$ cat src/rtl/wrt_pkg.sv
// Package: shared types for the write-command timing tracker.
// Assumes the configuration word is exactly four 4-bit spacing fields.
package wrt_pkg;

    localparam int LIMIT_W = 4;
    localparam int CFG_W   = 4 * LIMIT_W;

    // Command code carried on cmd_kind.
    typedef enum logic [1:0] {
        KIND_ACT   = 2'b00,
        KIND_READ  = 2'b01,
        KIND_WRITE = 2'b10,
        KIND_OTHER = 2'b11
    } cmd_kind_e;

    // Field order fixes the bit positions: act_gap is bits [15:12], rd_gap is bits [3:0].
    typedef struct packed {
        logic [LIMIT_W-1:0] act_gap;
        logic [LIMIT_W-1:0] wr_same_gap;
        logic [LIMIT_W-1:0] wr_other_gap;
        logic [LIMIT_W-1:0] rd_gap;
    } spacing_cfg_t;

    // Down-counter preload that makes a limit L satisfied exactly L clocks later.
    function automatic logic [LIMIT_W-1:0] preload(input logic [LIMIT_W-1:0] lim);
        return (lim > LIMIT_W'(1)) ? lim - LIMIT_W'(1) : '0;
    endfunction

endpackage

$ cat src/rtl/wrt_cfg_reg.sv
// Module: holds the 16-bit spacing configuration word.
// Assumes a single writer; a write takes effect on the following cycle.
module wrt_cfg_reg
    import wrt_pkg::*;
(
    input  logic         clk,
    input  logic         rst_n,
    input  logic         wr_en,
    input  logic [CFG_W-1:0] wdata,
    output spacing_cfg_t cfg
);

    // Purpose: load the configuration word, clear it on reset.
    always_ff @(posedge clk) begin
        if (!rst_n) begin
            cfg <= '0;
        end else if (wr_en) begin
            cfg <= spacing_cfg_t'(wdata);
        end
    end

endmodule

$ cat src/rtl/wrt_act_tracker.sv
// Module: one down-counter per rank/bank pair for the ACT-to-WRITE spacing.
// Assumes at most one ACT per cycle; the limit is captured when the ACT issues.
module wrt_act_tracker
    import wrt_pkg::*;
#(
    parameter int NUM_RANKS = 4,
    parameter int NUM_BANKS = 8,
    localparam int RANK_W = (NUM_RANKS > 1) ? $clog2(NUM_RANKS) : 1,
    localparam int BANK_W = (NUM_BANKS > 1) ? $clog2(NUM_BANKS) : 1
)(
    input  logic               clk,
    input  logic               rst_n,
    input  logic               act_fire,
    input  logic [RANK_W-1:0]  act_rank,
    input  logic [BANK_W-1:0]  act_bank,
    input  logic [LIMIT_W-1:0] act_limit,
    input  logic [RANK_W-1:0]  cand_rank,
    input  logic [BANK_W-1:0]  cand_bank,
    output logic               act_clear
);

    localparam int SLOTS = NUM_RANKS * NUM_BANKS;

    logic [LIMIT_W-1:0] remain [SLOTS];

    for (genvar r = 0; r < NUM_RANKS; r++) begin : g_rank
        for (genvar b = 0; b < NUM_BANKS; b++) begin : g_bank
            localparam int IDX = r * NUM_BANKS + b;
            logic hit;
            assign hit = act_fire && (act_rank == RANK_W'(r)) && (act_bank == BANK_W'(b));

            // Purpose: reload on an ACT to this pair, otherwise count down to zero.
            always_ff @(posedge clk) begin
                if (!rst_n) begin
                    remain[IDX] <= '0;
                end else if (hit) begin
                    remain[IDX] <= preload(act_limit);
                end else if (remain[IDX] != '0) begin
                    remain[IDX] <= remain[IDX] - LIMIT_W'(1);
                end
            end
        end
    end

    // Purpose: report whether the candidate pair's counter has expired.
    always_comb begin
        act_clear = 1'b1;
        for (int r = 0; r < NUM_RANKS; r++) begin
            for (int b = 0; b < NUM_BANKS; b++) begin
                if (cand_rank == RANK_W'(r) && cand_bank == BANK_W'(b)) begin
                    act_clear = (remain[r * NUM_BANKS + b] == '0);
                end
            end
        end
    end

endmodule

$ cat src/rtl/wrt_gap_counter.sv
// Module: saturating count of clocks since the last event.
// Assumes any limit to be compared fits in W bits; reset value means "long ago".
module wrt_gap_counter #(
    parameter int W = 4
)(
    input  logic         clk,
    input  logic         rst_n,
    input  logic         fire,
    output logic [W-1:0] elapsed
);

    localparam logic [W-1:0] SAT = '1;

    // Purpose: restart at one on an event, otherwise count up to saturation.
    always_ff @(posedge clk) begin
        if (!rst_n) begin
            elapsed <= SAT;
        end else if (fire) begin
            elapsed <= W'(1);
        end else if (elapsed != SAT) begin
            elapsed <= elapsed + W'(1);
        end
    end

endmodule

$ cat src/rtl/wr_timing_guard.sv
// Module: top of the write-command timing tracker for one channel.
// It combines the ACT, WRITE and READ spacing checks into wr_ok.
// Assumes one command per cycle on the cmd_* lane; wr_ok is combinational
// in cand_rank/cand_bank and refers to a WRITE issued in the current cycle.
module wr_timing_guard
    import wrt_pkg::*;
#(
    parameter int NUM_RANKS = 4,
    parameter int NUM_BANKS = 8,
    localparam int RANK_W = (NUM_RANKS > 1) ? $clog2(NUM_RANKS) : 1,
    localparam int BANK_W = (NUM_BANKS > 1) ? $clog2(NUM_BANKS) : 1
)(
    input  logic              clk,
    input  logic              rst_n,
    input  logic              cfg_wr_en,
    input  logic [15:0]       cfg_wdata,
    output logic [15:0]       cfg_rdata,
    input  logic              cmd_valid,
    input  logic [1:0]        cmd_kind,
    input  logic [RANK_W-1:0] cmd_rank,
    input  logic [BANK_W-1:0] cmd_bank,
    input  logic [RANK_W-1:0] cand_rank,
    input  logic [BANK_W-1:0] cand_bank,
    output logic              wr_ok
);

    spacing_cfg_t       cfg;
    logic               act_fire, rd_fire, wr_fire;
    logic               act_clear;
    logic [LIMIT_W-1:0] rd_elapsed, wr_elapsed;
    logic [RANK_W-1:0]  last_wr_rank;
    logic [LIMIT_W-1:0] wr_limit;

    // Purpose: decode the issued command into one strobe per tracked kind.
    always_comb begin
        act_fire = 1'b0;
        rd_fire  = 1'b0;
        wr_fire  = 1'b0;
        if (cmd_valid) begin
            case (cmd_kind_e'(cmd_kind))
                KIND_ACT:   act_fire = 1'b1;
                KIND_READ:  rd_fire  = 1'b1;
                KIND_WRITE: wr_fire  = 1'b1;
                default:    ;
            endcase
        end
    end

    wrt_cfg_reg u_cfg (
        .clk   (clk),
        .rst_n (rst_n),
        .wr_en (cfg_wr_en),
        .wdata (cfg_wdata),
        .cfg   (cfg)
    );

    wrt_act_tracker #(
        .NUM_RANKS (NUM_RANKS),
        .NUM_BANKS (NUM_BANKS)
    ) u_act (
        .clk       (clk),
        .rst_n     (rst_n),
        .act_fire  (act_fire),
        .act_rank  (cmd_rank),
        .act_bank  (cmd_bank),
        .act_limit (cfg.act_gap),
        .cand_rank (cand_rank),
        .cand_bank (cand_bank),
        .act_clear (act_clear)
    );

    wrt_gap_counter #(.W(LIMIT_W)) u_rd_gap (
        .clk     (clk),
        .rst_n   (rst_n),
        .fire    (rd_fire),
        .elapsed (rd_elapsed)
    );

    wrt_gap_counter #(.W(LIMIT_W)) u_wr_gap (
        .clk     (clk),
        .rst_n   (rst_n),
        .fire    (wr_fire),
        .elapsed (wr_elapsed)
    );

    // Purpose: remember the rank of the most recent WRITE.
    always_ff @(posedge clk) begin
        if (!rst_n) begin
            last_wr_rank <= '0;
        end else if (wr_fire) begin
            last_wr_rank <= cmd_rank;
        end
    end

    // Purpose: choose the same-rank or other-rank write spacing for the candidate.
    always_comb begin
        wr_limit = (cand_rank == last_wr_rank) ? cfg.wr_same_gap : cfg.wr_other_gap;
    end

    // Purpose: the candidate may go only when every spacing limit is met.
    always_comb begin
        wr_ok = act_clear && (wr_elapsed >= wr_limit) && (rd_elapsed >= cfg.rd_gap);
    end

    assign cfg_rdata = cfg;

endmodule

$ cat config.mk
export PLATFORM = sky130hd
export DESIGN_NAME = wr_timing_guard
export DESIGN_NICKNAME = d
export VERILOG_FILES = /design/src/rtl/wrt_pkg.sv /design/src/rtl/wrt_cfg_reg.sv /design/src/rtl/wrt_act_tracker.sv /design/src/rtl/wrt_gap_counter.sv /design/src/rtl/wr_timing_guard.sv
export SDC_FILE = /design/constraint.sdc
export NUM_CORES = 1
export LEC_CHECK = 0
export BUFFER_PORTS_ARGS = -buffer_cell sky130_fd_sc_hd__clkbuf_2
export CORE_MARGIN = 10
export CORE_UTILIZATION = 55
export DETAILED_ROUTE_END_ITERATION = 8
export GPL_TIMING_DRIVEN = 0
export PLACE_DENSITY_LB_ADDON = 0.25
export SYNTH_ARGS = -nofsm -noshare
export SYNTH_HDL_FRONTEND = slang
export SYNTH_SLANG_ARGS = --single-unit
$ cat constraint.sdc
create_clock -name clk -period 2.8 [get_ports clk]
set_clock_uncertainty 0.15 [all_clocks]
set_input_delay 0.42 -clock clk [delete_from_list [all_inputs] [get_ports clk]]
set_output_delay 0.42 -clock clk [all_outputs]
set_load 0.02 [all_outputs]
### After elaboration in Yosys (flattened, before gate mapping)

Memory sizes are Yosys's and may differ from the RTL's.
Cells that the tools add are included.

* mux-type cells: 333
* bitwise operators: 65
* equality and inequality tests: 25
* $lt $le $gt $ge: 3
* shifts and indexed selects: 0
* div/mod/pow operators: 0
* add/sub/neg operators: 35
* reductions and logical operators: 143
* $mul: 0

Operators with widths (count)
* 2-to-1 mux 4 bit: 70
* 2-to-1 mux 1 bit: 263
* subtractor 4 x 1 -> 4 bit, second input constant: 33
* zero test 4 bit: 32
* nonzero test 4 bit: 32
* logical AND 1 bit: 70
* OR 1 bit: 64
* equality test 3 bit, second input constant: 8
* equality test 3 x 2 -> 1 bit, second input constant: 4
* equality test 2 bit, second input constant: 5
* adder 4 x 1 -> 4 bit, second input constant: 2
* greater-or-equal comparator 4 bit: 2
* != test 4 bit, second input constant: 2
* equality test 2 x 1 -> 1 bit, second input constant: 3
* equality test 3 x 1 -> 1 bit, second input constant: 2
* zero test 2 bit: 3
* zero test 3 bit: 2
* > comparator 4 x 1 -> 1 bit, second input constant: 1
* nonzero test 2 bit: 2
* OR reduction 2 bit: 2
* equality test 2 bit: 1
* NOT 1 bit: 1

* bits in registers: 26
* RAM bits: 128
* bits in latches: 0
* logic and storage cells: 614
* bits of input ports: 32
* ROM bits: 0
* memories kept: 1

Memories
* u_act.remain: words 32, bits a word 4, read ports 32, clocked after memory_dff 0, wr ports 32, line wrt_act_tracker.sv:24 `logic [LIMIT_W-1:0] remain [SLOTS];`

### Longest topological paths before layout

* word-level depth: 36
* gate-level depth with buffers: 12
* gate-level depth less buffers: 11

### Hierarchy

Synthesis repeated with hierarchy kept, for this count alone.

* cells, all modules: 1085
* area, all modules: 10159.7 sq um

By module, submodules not included
* wrt_act_tracker: times used 1, area an instance 8836.0 sq um, sequential area each 3843.7 sq um, cells each 960
* wrt_cfg_reg: times used 1, area an instance 615.6 sq um, sequential area each 320.3 sq um, cells each 51
* wrt_gap_counter: times used 2, area an instance 177.7 sq um, sequential area each 80.1 sq um, cells each 17
* wr_timing_guard: times used 1, area an instance 352.8 sq um, sequential area each 40.0 sq um, cells each 40

### Worst setup path after synthesis

No wires, ideal clock.

* path kind: input -> output
* start point: in cand_rank[1]
* end point: out wr_ok
* required time: 2230 ps
* setup slack: -439 ps
* buffers on the path: 1
* cell stages on the path: 12
* arrival: 2669 ps
* cell sequence: clkbuf_1 -> xnor2_1 -> nand2_1 -> nand2_1 -> nand2_1 -> ha_1 -> nand2b_1 -> a21oi_1 -> o21ai_0 -> o31ai_1 -> or3_1 -> o41ai_2

* word-level cells in the longest chain between the ends: 36
* elaborated cells between the ends (all ways): 73

Ends and longest elaborated chain
* from (decl): line wr_timing_guard.sv:22 `input logic [RANK_W-1:0] cand_rank,`
* zero test 2 bit: line wrt_act_tracker.sv:50 `if (cand_rank == RANK_W'(r) && cand_bank == BANK_W'(b)) begin`
* logical AND 1 bit: line wrt_act_tracker.sv:50
* 2-to-1 mux 1 bit (32 in series): line wrt_act_tracker.sv:50
* logical AND 1 bit (*) (2 in series): line wr_timing_guard.sv:102 `wr_ok = act_clear && (wr_elapsed >= wr_limit) && (rd_elapsed >= cfg.rd_gap);`
* to (decl): line wr_timing_guard.sv:24 `output logic wr_ok`

Every way passes the cells marked *; elsewhere a longest branch is shown, timed or not.

==> flow_metrics.py <==
metrics = {
    "run_status": {
        "status": "finished, violations left",
        "violations": "setup timing",
    },
    "timing": {
        "max-slew-margin-rel_pct": 24.8,
        "worst_pin_slew_ps": 1130,
        "fin_crit_ps": 3570,
        "max_freq_mhz": 280,
        "setup_viol": 1,
        "period_share_pct": 127,
        "rsz0062_at_grt": "true",
        "finalMaxSlewViolations": 0,
        "whs_ps": 78.8,
        "hold_viol": 0,
        "fin_ws_ps": -767,
    },
    "logic_synthesis": {
        "synth_area_leader_cell": "edfxtp_1",
        "synthArstFlopShare_pct": 0,
        "postSynthAreaPerCell_um2": 10.1,
        "synth.area.top_cells": "edfxtp_1 (42%), o22ai_1 (8.8%), xnor2_1 (6.4%)",
        "syn_area_um2": 9170,
        "syn-instance-count": 908,
        "yosysTopAreaCellShare_pct": 41.9,
        "yosysWarnings": 0,
        "synthFlopType": "edfxtp_1",
        "synth_edf_count": 128,
        "synth_nets": 984,
        "synth_cell_type_count": 60,
        "synth_seq_area_share_pct": 47.6,
        "synth_seq_cells": 154,
    },
    "drt": {
        "wl_per_cell_um": 20.1,
        "finalWirelength_mm": 24.3,
        "drt_first_pass_iters": 6,
        "antenna_left": 0,
        "drc_errors": 0,
        "viasPerCell": 6.20,
        "first_iter_violations": 888,
        "vias": 7476,
    },
    "setup_path": {
        "critical_path_buf_inv_count": 2,
        "rrSetupSlack_ps": 270,
        "critPathKind": "flop to output pin",
        "start_kind": "flop",
        "cp_top_family": "compound AO/OA/AOI/OAI gates",
        "arrival_ps": 3000,
        "crit_fanout": 3,
        "required_ps": 2230,
        "cpPeakStageDelay_ps": 430,
        "critical_path_depth": 9,
        "worstReg2RegEnd": "u_act.remain[1][36]$_DFFE_PP_",
        "worstReg2RegStart": "u_cfg.cfg[12]$_SDFFE_PN0P_",
        "path_cells": "inv_1 -> ha_2 -> or3b_4 -> mux2i_4 -> a221oi_1 -> a2111o_1 -> o211a_1 -> o41ai_4 -> clkbuf_8",
        "reg2reg_depth": 7,
        "crit_slowest_cell": "o41ai_4",
        "end_kind": "output pin",
    },
    "power_and_ir_drop": {
        "p_per_area_nw_per_um2": 1090,
        "irDropWorstVdd_v": 0.000570,
        "netSwitchingPower_mw": 4.03,
        "clock_power_share_pct": 20.5,
        "power.internal_mw": 7.32,
        "power_mw": 11.3,
        "p_seq_share_pct": 38.7,
        "leakagePower_nw": 3.88,
        "swShare_pct": 35.5,
        "combPwrFrac_pct": 40.8,
    },
    "clock_network": {
        "htreeDepth": 4,
        "numCtsBuffers": 17,
        "clock-sinks": 154,
        "cts_hold_buf": 0,
        "root_buffer": "clkbuf_16",
        "clkTransAtPathRegs_ps": 60,
        "worstSkewPairLatency_ps": 430,
        "tritoncts": "done",
        "ctsLongestPathBuffers": 2,
    },
    "hold_path": {
        "min_path_type": "primary input to flop",
        "whs_endpoint": "u_cfg.cfg[13]$_SDFFE_PN0P_",
        "min_path_cells": 3,
        "min_from": "cfg_wdata[13]",
    },
    "place": {
        "hpwl_mm": 17.5,
        "io_buffers": 42,
        "dp_cells": 1170,
        "place.gp.congestion": 0.979,
    },
    "final_layout": {
        "area_growth_pct": 13.7,
        "fillers": 1366,
        "final_cell_mix": "o22ai_1 (129), edfxtp_1 (128), inv_1 (74)",
        "num_antenna_cells": 0,
        "layout.cells.non_filler": 1206,
        "nets": 1049,
        "drive_gt1_share_pct": 12.3,
        "finish.utilization_pct": 63.3,
        "final_common_cell": "o22ai_1",
    },
    "global_routing": {
        "antenna_found_initial": 0,
        "grt_max_degree": 17,
        "grt_pass1_wl_mm": 38.4,
        "first_global_vias": 7279,
        "overflow": 0,
        "grtUsageTotal_pct": 21.8,
    },
    "die": {
        "dieHeight_um": 149,
        "rows": 47,
        "core-area_um2": 16500,
        "dieArea_um2": 22200,
        "start_util_pct": 55.7,
        "ios": 49,
        "die_w_um": 149,
    },
    "flow_run": {
        "maxCapViolations": 0,
    },
}
cell families after synthesis:
family	count (synthesis)	share of synthesized area [%]
AO/OA/AOI/OAI	217	15.7
adder cells (fa/ha/maj)	44	6.00
flip-flops	154	47.6
XOR/XNOR	67	6.40
buffers and inverters	120	5.02
multiplexers	28	3.19
AND/OR/NAND/NOR	278	16.1
metal layers:
layer / wire length [µm] / up-vias / GRT usage [%]
li1: - / 3544 / -
met1: 9980 / 3604 / 27.6
met2: 11900 / 287 / 36.5
met3: 1930 / 41 / 5.07
met4: 520 / 0 / 6.43
met5: 0 / - / 0
timing repair:
item,in CTS,in global routing
pin swaps,1,0
endpoints found under the hold margin,0,0
setup endpoints to repair,1,1
resized for setup,14,2
buffers inserted,4,0
Yosys cell counts, drive strengths merged, types with 2 or more instances:
cell type,number
nor2b,2
ha,44
inv,75
nor3,45
buf,8
mux2i,28
dfxtp,26
o22ai,129
o31ai,2
a211oi,3
nand2b,15
and3b,3
o21bai,2
nand3b,5
nor3b,20
nor4b,2
and2,4
nor2,64
clkbuf,37
a31oi,4
o21ai,22
nand2,60
or3b,14
edfxtp,128
a311o,6
or3,22
nand3,9
a21oi,7
a2111o,2
o2111ai,3
o211ai,26
or2,9
xnor2,67
final cells by class:
class | instances | area, µm² | area share, %
Timing Repair Buffer | 46 | 249 | 2.39
Tap cell | 220 | 275 | 2.64
Buffer | 45 | 215 | 2.06
Clock buffer | 21 | 440 | 4.22
Inverter | 75 | 282 | 2.70
Clock inverter | 11 | 146 | 1.40
Multi-Input combinational cell | 634 | 4460 | 42.7
Sequential cell | 154 | 4370 | 41.9
power groups by stage:
stage | Combinational (mW) | Clock (mW) | Sequential [mW]
2_1_floorplan | 3.50 | 0 | 4.28
3_5_place_dp | 4.40 | 0 | 4.42
3_3_place_gp | 4.30 | 0 | 4.37
4_1_cts | 4.58 | 2.34 | 4.38
6_report | 4.63 | 2.32 | 4.40
5_1_grt | 5.10 | 2.44 | 4.50
worst min-delay path, delay by kind of cell:
kind / cells / cell delay (ps)
multiplexers: 1 / 50
buffers and inverters: 1 / 70
AND/OR/NAND/NOR: 1 / 70
per-stage QoR:
stage | instance area [µm²] | worst slack [ps] | TNS (ps)
after global placement | 9750 | -741 | -741
after CTS | 10400 | -723 | -723
after global routing | 10400 | -853 | -853
final | 10400 | -767 | -767
after floorplan | 9260 | -117 | -117
after detailed placement | 9750 | -741 | -750
sequential cells by signal (all words and copies together) (netlist names):
| signal | count |
|---|---|
| last_wr_rank | 2 |
| u_rd_gap.elapsed | 4 |
| u_cfg.cfg | 16 |
| u_wr_gap.elapsed | 4 |
| u_act.remain | 128 |
worst max-delay path by stage:
stage / start / end / slack, ps
finish: u_act.remain[0][53]$_DFFE_PP_ / wr_ok / -770
CTS: last_wr_rank[0]$_SDFFE_PN0P_ / wr_ok / -720
floorplan: cand_rank[0] / wr_ok / -120
detailed placement: cand_rank[0] / wr_ok / -740
global placement: cand_rank[0] / wr_ok / -740
global route: last_wr_rank[0]$_SDFFE_PN0P_ / wr_ok / -850
No activity file was read; power rests on OpenSTA's default activity.
